`config.mk`:
```
export PLATFORM = sky130hd
export DESIGN_NAME = sdram_timing_guard
export DESIGN_NICKNAME = d
export VERILOG_FILES = /design/src/rtl/sdram_timing_guard.sv
export SDC_FILE = /design/constraint.sdc
export NUM_CORES = 1
export LEC_CHECK = 0
export CORE_AREA = 4 4 155 157
export DETAILED_ROUTE_END_ITERATION = 10
export DIE_AREA = 0 0 159 161
export DONT_BUFFER_PORTS = 1
export SLEW_MARGIN = 25
export SYNTH_ARGS = -nofsm -noshare
export SYNTH_HDL_FRONTEND = slang
export SYNTH_SLANG_ARGS = --single-unit
```
`constraint.sdc`:
```
create_clock -name clk -period 4.88 [get_ports clk]
set_input_delay 0 -clock clk [delete_from_list [all_inputs] [get_ports clk]]
set_output_delay 0 -clock clk [all_outputs]
set_load 0.02 [all_outputs]
```
`src/rtl/sdram_timing_guard.sv`:
```
module sdram_timing_guard #(
  parameter int CLK_PS       = 20000,
  parameter int T_RC_NS      = 62,
  parameter int T_RAS_MIN_NS = 42,
  parameter int T_RAS_MAX_NS = 100000,
  parameter int T_RP_NS      = 20,
  parameter int T_RCD_NS     = 20,
  parameter int T_RRD_NS     = 14,
  parameter int T_DPL_CK     = 2,
  parameter int T_BDL_CK     = 1,
  parameter int CAS_LAT      = 3,
  parameter int NBANK        = 4,
  localparam int BW          = $clog2(NBANK)
) (
  input  logic          clk,
  input  logic          rst_n,
  input  logic [2:0]    cmd,
  input  logic [BW-1:0] bank,
  input  logic          wr_last,
  output logic          gnt_act,
  output logic          gnt_rd,
  output logic          gnt_wr,
  output logic          gnt_pre,
  output logic          gnt_bst,
  output logic          gnt_ref,
  output logic          viol
);

  function automatic int to_ck(input int ns);
    return (ns * 1000 + CLK_PS - 1) / CLK_PS;
  endfunction

  function automatic int reload(input int n);
    return (n > 0) ? n - 1 : 0;
  endfunction

  localparam int RC_CK  = to_ck(T_RC_NS);
  localparam int RAS_CK = to_ck(T_RAS_MIN_NS);
  localparam int RMX_CK = to_ck(T_RAS_MAX_NS);
  localparam int RP_CK  = to_ck(T_RP_NS);
  localparam int RCD_CK = to_ck(T_RCD_NS);
  localparam int RRD_CK = to_ck(T_RRD_NS);
  localparam int CW = $clog2(RC_CK + RAS_CK + RP_CK + RCD_CK + RRD_CK + T_DPL_CK + T_BDL_CK + CAS_LAT + 1);
  localparam int AW = $clog2(RMX_CK + 2);

  localparam logic [2:0] C_ACT = 3'd1, C_RD = 3'd2, C_WR = 3'd3,
                         C_PRE = 3'd4, C_BST = 3'd5, C_REF = 3'd6;

  logic [NBANK-1:0] open_q;
  logic [CW-1:0]    rc_q [NBANK];
  logic [CW-1:0]    ras_q[NBANK];
  logic [CW-1:0]    rp_q [NBANK];
  logic [CW-1:0]    rcd_q[NBANK];
  logic [AW-1:0]    age_q[NBANK];
  logic [CW-1:0]    rrd_q, dpl_q, bdl_q, roh_q;
  logic             rd_last_q;

  logic bo, all_idle, expire, granted, is_cmd, go;
  logic act_go, rd_go, wr_go, pre_go, ref_go;

  assign bo = open_q[bank];

  assign gnt_act = !bo && rc_q[bank] == '0 && rp_q[bank] == '0 && rrd_q == '0;
  assign gnt_rd  = bo && rcd_q[bank] == '0;
  assign gnt_wr  = bo && rcd_q[bank] == '0 && roh_q == '0;
  assign gnt_pre = (!bo || ras_q[bank] == '0) && dpl_q == '0 && (T_DPL_CK == 0 || !wr_last);
  assign gnt_bst = bdl_q == '0 && (T_BDL_CK == 0 || !wr_last);
  assign gnt_ref = all_idle;

  always_comb begin
    case (cmd)
      C_ACT:   granted = gnt_act;
      C_RD:    granted = gnt_rd;
      C_WR:    granted = gnt_wr;
      C_PRE:   granted = gnt_pre;
      C_BST:   granted = gnt_bst;
      C_REF:   granted = gnt_ref;
      default: granted = 1'b1;
    endcase
  end

  assign is_cmd = cmd != 3'd0 && cmd != 3'd7;
  assign go     = is_cmd && granted;
  assign act_go = go && cmd == C_ACT;
  assign rd_go  = go && cmd == C_RD;
  assign wr_go  = go && cmd == C_WR;
  assign pre_go = go && cmd == C_PRE;
  assign ref_go = go && cmd == C_REF;

  always_comb begin
    all_idle = 1'b1;
    expire   = 1'b0;
    for (int b = 0; b < NBANK; b++) begin
      if (open_q[b] || rc_q[b] != '0 || rp_q[b] != '0) all_idle = 1'b0;
      if (open_q[b] && age_q[b] == AW'(RMX_CK) && !(pre_go && bank == BW'(b))) expire = 1'b1;
    end
  end

  always_ff @(posedge clk) begin
    if (!rst_n) begin
      open_q    <= '0;
      rrd_q     <= '0;
      dpl_q     <= '0;
      bdl_q     <= '0;
      roh_q     <= '0;
      rd_last_q <= 1'b0;
      viol      <= 1'b0;
      for (int b = 0; b < NBANK; b++) begin
        rc_q[b]  <= '0;
        ras_q[b] <= '0;
        rp_q[b]  <= '0;
        rcd_q[b] <= '0;
        age_q[b] <= '0;
      end
    end else begin
      viol <= (is_cmd && !granted) || expire;
      if (rrd_q != '0) rrd_q <= rrd_q - 1'b1;
      if (dpl_q != '0) dpl_q <= dpl_q - 1'b1;
      if (bdl_q != '0) bdl_q <= bdl_q - 1'b1;
      if (roh_q != '0) roh_q <= roh_q - 1'b1;
      for (int b = 0; b < NBANK; b++) begin
        if (rc_q[b]  != '0) rc_q[b]  <= rc_q[b]  - 1'b1;
        if (ras_q[b] != '0) ras_q[b] <= ras_q[b] - 1'b1;
        if (rp_q[b]  != '0) rp_q[b]  <= rp_q[b]  - 1'b1;
        if (rcd_q[b] != '0) rcd_q[b] <= rcd_q[b] - 1'b1;
        if (open_q[b] && age_q[b] <= AW'(RMX_CK)) age_q[b] <= age_q[b] + 1'b1;
        if (ref_go) rc_q[b] <= CW'(reload(RC_CK));
      end
      if (act_go) begin
        open_q[bank] <= 1'b1;
        rc_q[bank]   <= CW'(reload(RC_CK));
        ras_q[bank]  <= CW'(reload(RAS_CK));
        rcd_q[bank]  <= CW'(reload(RCD_CK));
        age_q[bank]  <= AW'(1);
        rrd_q        <= CW'(reload(RRD_CK));
      end
      if (rd_go) rd_last_q <= 1'b1;
      if (wr_go) rd_last_q <= 1'b0;
      if (pre_go) begin
        if (bo) begin
          open_q[bank] <= 1'b0;
          rp_q[bank]   <= CW'(reload(RP_CK));
        end
        if (rd_last_q) begin
          roh_q     <= CW'(reload(CAS_LAT));
          rd_last_q <= 1'b0;
        end
      end
      if (wr_last) begin
        dpl_q <= CW'(reload(T_DPL_CK));
        bdl_q <= CW'(reload(T_BDL_CK));
      end
    end
  end

  initial AST_CAS_LAT_RANGE: assert (CAS_LAT == 2 || CAS_LAT == 3);

  AST_SAME_BANK_ACT: assert property (@(posedge clk) disable iff (!rst_n)
    act_go |=> (bank != $past(bank) || !gnt_act));

  AST_REF_AFTER_ACT: assert property (@(posedge clk) disable iff (!rst_n)
    act_go |=> !gnt_ref);

  AST_CLOSED_NO_COL: assert property (@(posedge clk) disable iff (!rst_n)
    (pre_go && bo) |=> (bank != $past(bank) || (!gnt_rd && !gnt_wr)));

  AST_REFUSE_FLAG: assert property (@(posedge clk) disable iff (!rst_n)
    (cmd == C_RD && !gnt_rd) |=> viol);

  AST_QUIET_NOP: assert property (@(posedge clk) disable iff (!rst_n)
    (!is_cmd && !expire) |=> !viol);

  generate
    if (T_DPL_CK > 1) begin : g_dpl
      AST_DPL_HOLD: assert property (@(posedge clk) disable iff (!rst_n)
        wr_last |=> !gnt_pre);
    end
  endgenerate

endmodule

```
-- After elaboration in Yosys (flattened, before gate mapping)
Memory sizes are Yosys's and may differ from the RTL's.
Cells that the tools add are included.
- flip-flop bits (word level): 26
- latch bits: 0
- memory bits (writable): 132
- bits in read-only memories: 0
- input port bits: 8
- output and inout port bits: 7
- logic and storage cells: 289
- memories: 5
- add/sub/neg operators: 24
- multipliers: 0
- divide/modulo/power cells: 0
- $lt $le $gt $ge: 6
- eq/ne operators: 14
- shift operators: 0
- muxes and demuxes: 121
- bitwise logic cells: 28
- reduce and logical (&&, ||, !) cells: 83
- memory list (memory ; depth ; width ; rd ports ; clocked after Yosys merged registers in ; write ports ; line ; source):
    age_q ; 4 ; 13 ; 4 ; 0 ; 5 ; 54 ; logic [AW-1:0] age_q[NBANK];
    ras_q ; 4 ; 5 ; 5 ; 0 ; 5 ; 51 ; logic [CW-1:0] ras_q[NBANK];
    rc_q ; 4 ; 5 ; 5 ; 0 ; 5 ; 50 ; logic [CW-1:0] rc_q [NBANK];
    rcd_q ; 4 ; 5 ; 5 ; 0 ; 5 ; 53 ; logic [CW-1:0] rcd_q[NBANK];
    rp_q ; 4 ; 5 ; 5 ; 0 ; 5 ; 52 ; logic [CW-1:0] rp_q [NBANK];
- operators with widths (kind ; number):
    $mux W5 ; 23
    $reduce_bool A5 Y1 ; 20
    $sub A5 B1 Y5 const B ; 20
    $mux W1 ; 87
    $add A13 B1 Y13 const B ; 4
    $eq A13 B13 Y1 const B ; 4
    $le A13 B13 Y1 const B ; 4
    $mux W13 ; 4
    $logic_not A5 Y1 ; 8
    $logic_and A1 B1 Y1 ; 33
    $or A1 B1 Y1 ; 24
    $mux W4 ; 4
    $logic_or A1 B1 Y1 ; 10
    $eq A3 B3 Y1 const B ; 3
    $logic_not A1 Y1 ; 7
    $eq A3 B2 Y1 const B ; 2
    $pmux W1 S6 ; 1
    $and A4 B4 Y4 ; 1
    $eq A2 B2 Y1 const B ; 2
    $not A4 Y4 ; 1
    $or A4 B4 Y4 ; 1
    $reduce_or A2 Y1 ; 2
    $eq A3 B1 Y1 const B ; 1
    $lt A2 B3 Y1 const B ; 1
    other kinds (9) ; 9

-- Longest topological paths before layout
An unclocked memory read counts as a cell.
- depth after elaboration: 19
- gate-level depth with buffers: 9
- depth with buffers taken out: 8

-- Worst setup path before layout
OpenSTA, ideal clock, no wires.
- path type: register -> register
- start: mem rc_q[2][0] in the netlist's numbering
- end: mem rc_q[3][0] in the netlist's numbering
- library setup time: 58 ps
- arrival: 2220 ps
- required time: 4822 ps
- slack: 2602 ps
- stages on the path, launching flop included: 9
- buffers on the path: 0
- period minus slack after synthesis: 2278 ps
- cells stage by stage: dfxtp_1 -> inv_1 -> ha_1 -> nor4b_1 -> nand4_1 -> nor3_2 -> nand3_2 -> o21ai_1 -> o21a_1
- RTL lines (element ; line):
    start: declaration ; 50

==> flow_summary.toml <==
[yosys]
syn_nets = 967
synth-edff-count = 0
ys_top_cells_by_area = "dfxtp_1 (40%), nor2_1 (7.3%), xnor2_1 (6.7%), ha_1 (6.2%), nand2_1 (3.7%)"
synth-main-ff-cell = "dfxtp_1"
syn_area_mm2 = 0.00783
ys_seq_area_frac = 0.404
yosysWarnings = 0
syn_inst = 920
ys_seq_elements = 158
synth.avg_cell_area_um2 = 8.51
post-synth-top-area-cell = "dfxtp_1"
async_reset_ff_frac = 0
ys_types = 62
netlist.area_leader.share = 0.404

[global_routing]
use_met1 = 0.165
track_usage = 0.129
grt_pass1_wl_um = 27700
antenna_found_initial = 0
grt_pass1_vias = 5818
use_met3 = 0.0319
grtUsageMet2 = 0.212
grt_max_degree = 33
overflow = 0
top_usage_layer = "met2"

[die]
die_h_um = 161
die_w_um = 159
core_area_mm2 = 0.0225
dieArea_mm2 = 0.0256
io_pins = 15
start_util = 0.348
row_count = 55

[timing]
tightest_slew_ps = 872
finalSetupViolCount = 0
finalHoldViolCount = 0
relSlewSlack = 0.410
period_share = 0.679
clock.fmax_ghz = 0.302
clock_skew_ps = 13.6
rsz0062_at_grt = "false"
hold_ws_ps = 7.96
slew_violations = 0
finalCriticalPeriod_ps = 3310
tns_ps = 0

[final_layout]
synthToLayoutAreaGrowth_pct = 12.7
drive_gt1_frac = 0.0626
fin_nets = 976
n_antenna_cell = 0
stdcell_count = 1227
fillers = 2209
stdcell_area_mm2 = 0.00883

[power]
vdd_drop_max_mv = 0.228
p_leak_nw = 3.31
p_comb_frac = 0.381
switching_share = 0.365
p_per_area_mw_per_mm2 = 593
power_w = 0.00524
p_sw_w = 0.00191
pwr-share-seq = 0.364
clkPwrFrac = 0.255
p_int_w = 0.00333

[worst_setup_path]
arrival_ps = 3620
cp_slowest_cell = "nor4b_1"
cp.required_ps = 5190
critPathMaxFanout = 5
slowest_delay_ps = 720
worstSetupEndpointType = "register"
crit_chain = "inv_1, ha_1, nor4b_1, nand4_1, nor3_2, a21oi_1, o32ai_1, o31ai_1, dlygate4sd3_1"
worstSetupPathType = "register to register"
start_kind = "register"
reg2reg_slack_ps = 1570

[run]
drv_cap = 0

[clocking]
cts_sinks = 158
cts-root-buf = "clkbuf_16"
cts_tree = "built"
clk_pin_slew_worst_paths_ps = 60
cts-htree-levels = 4
clk_latency_ps = 420
clock_path_buffers = 2
cts_inserted_buffers = 17

[route]
dr.pass1.iters = 5
remaining_drc_errors = 0
routed_wl_um = 16100
postRouteAntennaNets = 0
drt-initial-drc-count = 332
vias = 6109
drt-vias-per-instance = 4.98
wl_per_cell_um = 13.2

[place]
hpwlAfterDp_um = 11200
dp.cells = 1184
place.gp.congestion = 0.791
io_buffer_count = 0
placed_cell_area_mm2 = 0.00810

[worst_hold_path]
hold_class = "input pin to register"

[run_status]
status = "finished clean"
## Yosys cell counts (6+ instances only)
cell	instances
nand4_1	16
or3_1	15
and2_1	7
ha_1	39
o21a_1	15
nor4_1	14
a31oi_1	7
buf_2	10
clkbuf_1	7
o21ai_0	8
nor3_1	42
nand2_1	77
nor4b_1	8
nand2b_1	6
nand3_1	19
a211oi_1	10
a2111oi_0	8
and3_1	11
mux2i_1	9
xor2_1	33
dfxtp_1	158
a21oi_1	36
xnor2_1	60
nor2_1	152
inv_1	64
o2111ai_1	9
## power groups by stage
stage / registers [W] / logic (W) / clock network (W)
after floorplan: 0.00186 / 0.00169 / 0
after global placement: 0.00192 / 0.00195 / 0
after detailed placement: 0.00192 / 0.00198 / 0
after CTS: 0.00190 / 0.00201 / 0.00138
after global routing: 0.00195 / 0.00230 / 0.00143
final: 0.00191 / 0.00200 / 0.00134
## layout by cell type, fill, tap and decap left out, types with 10 or more instances in the layout
cell           count
xor2_1            33
and3_1            11
dfxtp_1          158
nand2_1           77
ha_1              39
nand3_1           19
a211oi_1          10
a21oi_1           36
clkbuf_16         17
or3_1             15
o21a_1            15
nor2_1           152
xnor2_1           60
dlygate4sd3_1     10
nor4_1            14
inv_1             64
nor3_1            42
nand4_1           16
## timing repair
| action | CTS | global route |
|---|---|---|
| hold buffers | 10 | 1 |
| buffers inserted | 0 | 0 |
| resized for setup | 0 | 0 |
| endpoints found under the hold margin | 90 | 24 |
## per-layer routing
metal | vias up | part of all wire
met5 | - | 0
met4 | 0 | 0.025
met3 | 20 | 0.030
met2 | 72 | 0.46
met1 | 2820 | 0.48
li1 | 3197 | -
## layout make-up
cell class	instances	area (um^2)	area share
inverters	64	240	0.0272
clock inverters	13	154	0.0174
multi-input cells	677	4350	0.493
clock buffers	19	443	0.0502
repair buffers	11	120	0.0136
flip-flops and latches	158	3160	0.358
well taps	285	357	0.0404
## registers in the layout (all words and copies together), names as in the netlist
| register | flops |
|---|---|
| ras_q | 20 |
| rc_q | 20 |
| age_q | 52 |
| rp_q | 20 |
| dpl_q | 5 |
| roh_q | 5 |
| rcd_q | 20 |
| rrd_q | 5 |
| open_q | 4 |
| viol | 1 |
| rd_last_q | 1 |
| bdl_q | 5 |
## path summary, 6_finish.rpt
check | start | end | cells past startpoint
max | rp_q[0][0] | viol | 9
min | bank[0] | rp_q[2][2] | 3
max reg2reg | rp_q[0][0] | viol | 9
min reg2reg | rrd_q[4] | rrd_q[4] | 2
## critical path, delay by kind of cell (launching register included)
kind,cells,cell delay [ps]
DFF,1,320
and+or+nand+nor,3,1550
buffers and inverters,2,670
AOI/OAI and AO/OA,3,480
adders and majority gates,1,180
## stage by stage
stage                     setup WS, ps  utilization
after floorplan                   2600            -
after global placement            2120        0.360
after detailed placement          2100        0.360
after CTS                         1510        0.391
after global routing              1280        0.392
final                             1570        0.392
## cell families after synthesis
kind of cell | after synthesis | share of synthesized area
xor gates and xnor gates | 93 | 0.104
DFF | 158 | 0.404
adders and majority gates | 39 | 0.0623
muxes | 14 | 0.0187
AOI/OAI and AO/OA | 131 | 0.117
buffers and inverters | 85 | 0.0433
and+or+nand+nor | 400 | 0.251
No activity file was read; power rests on OpenSTA's default activity.
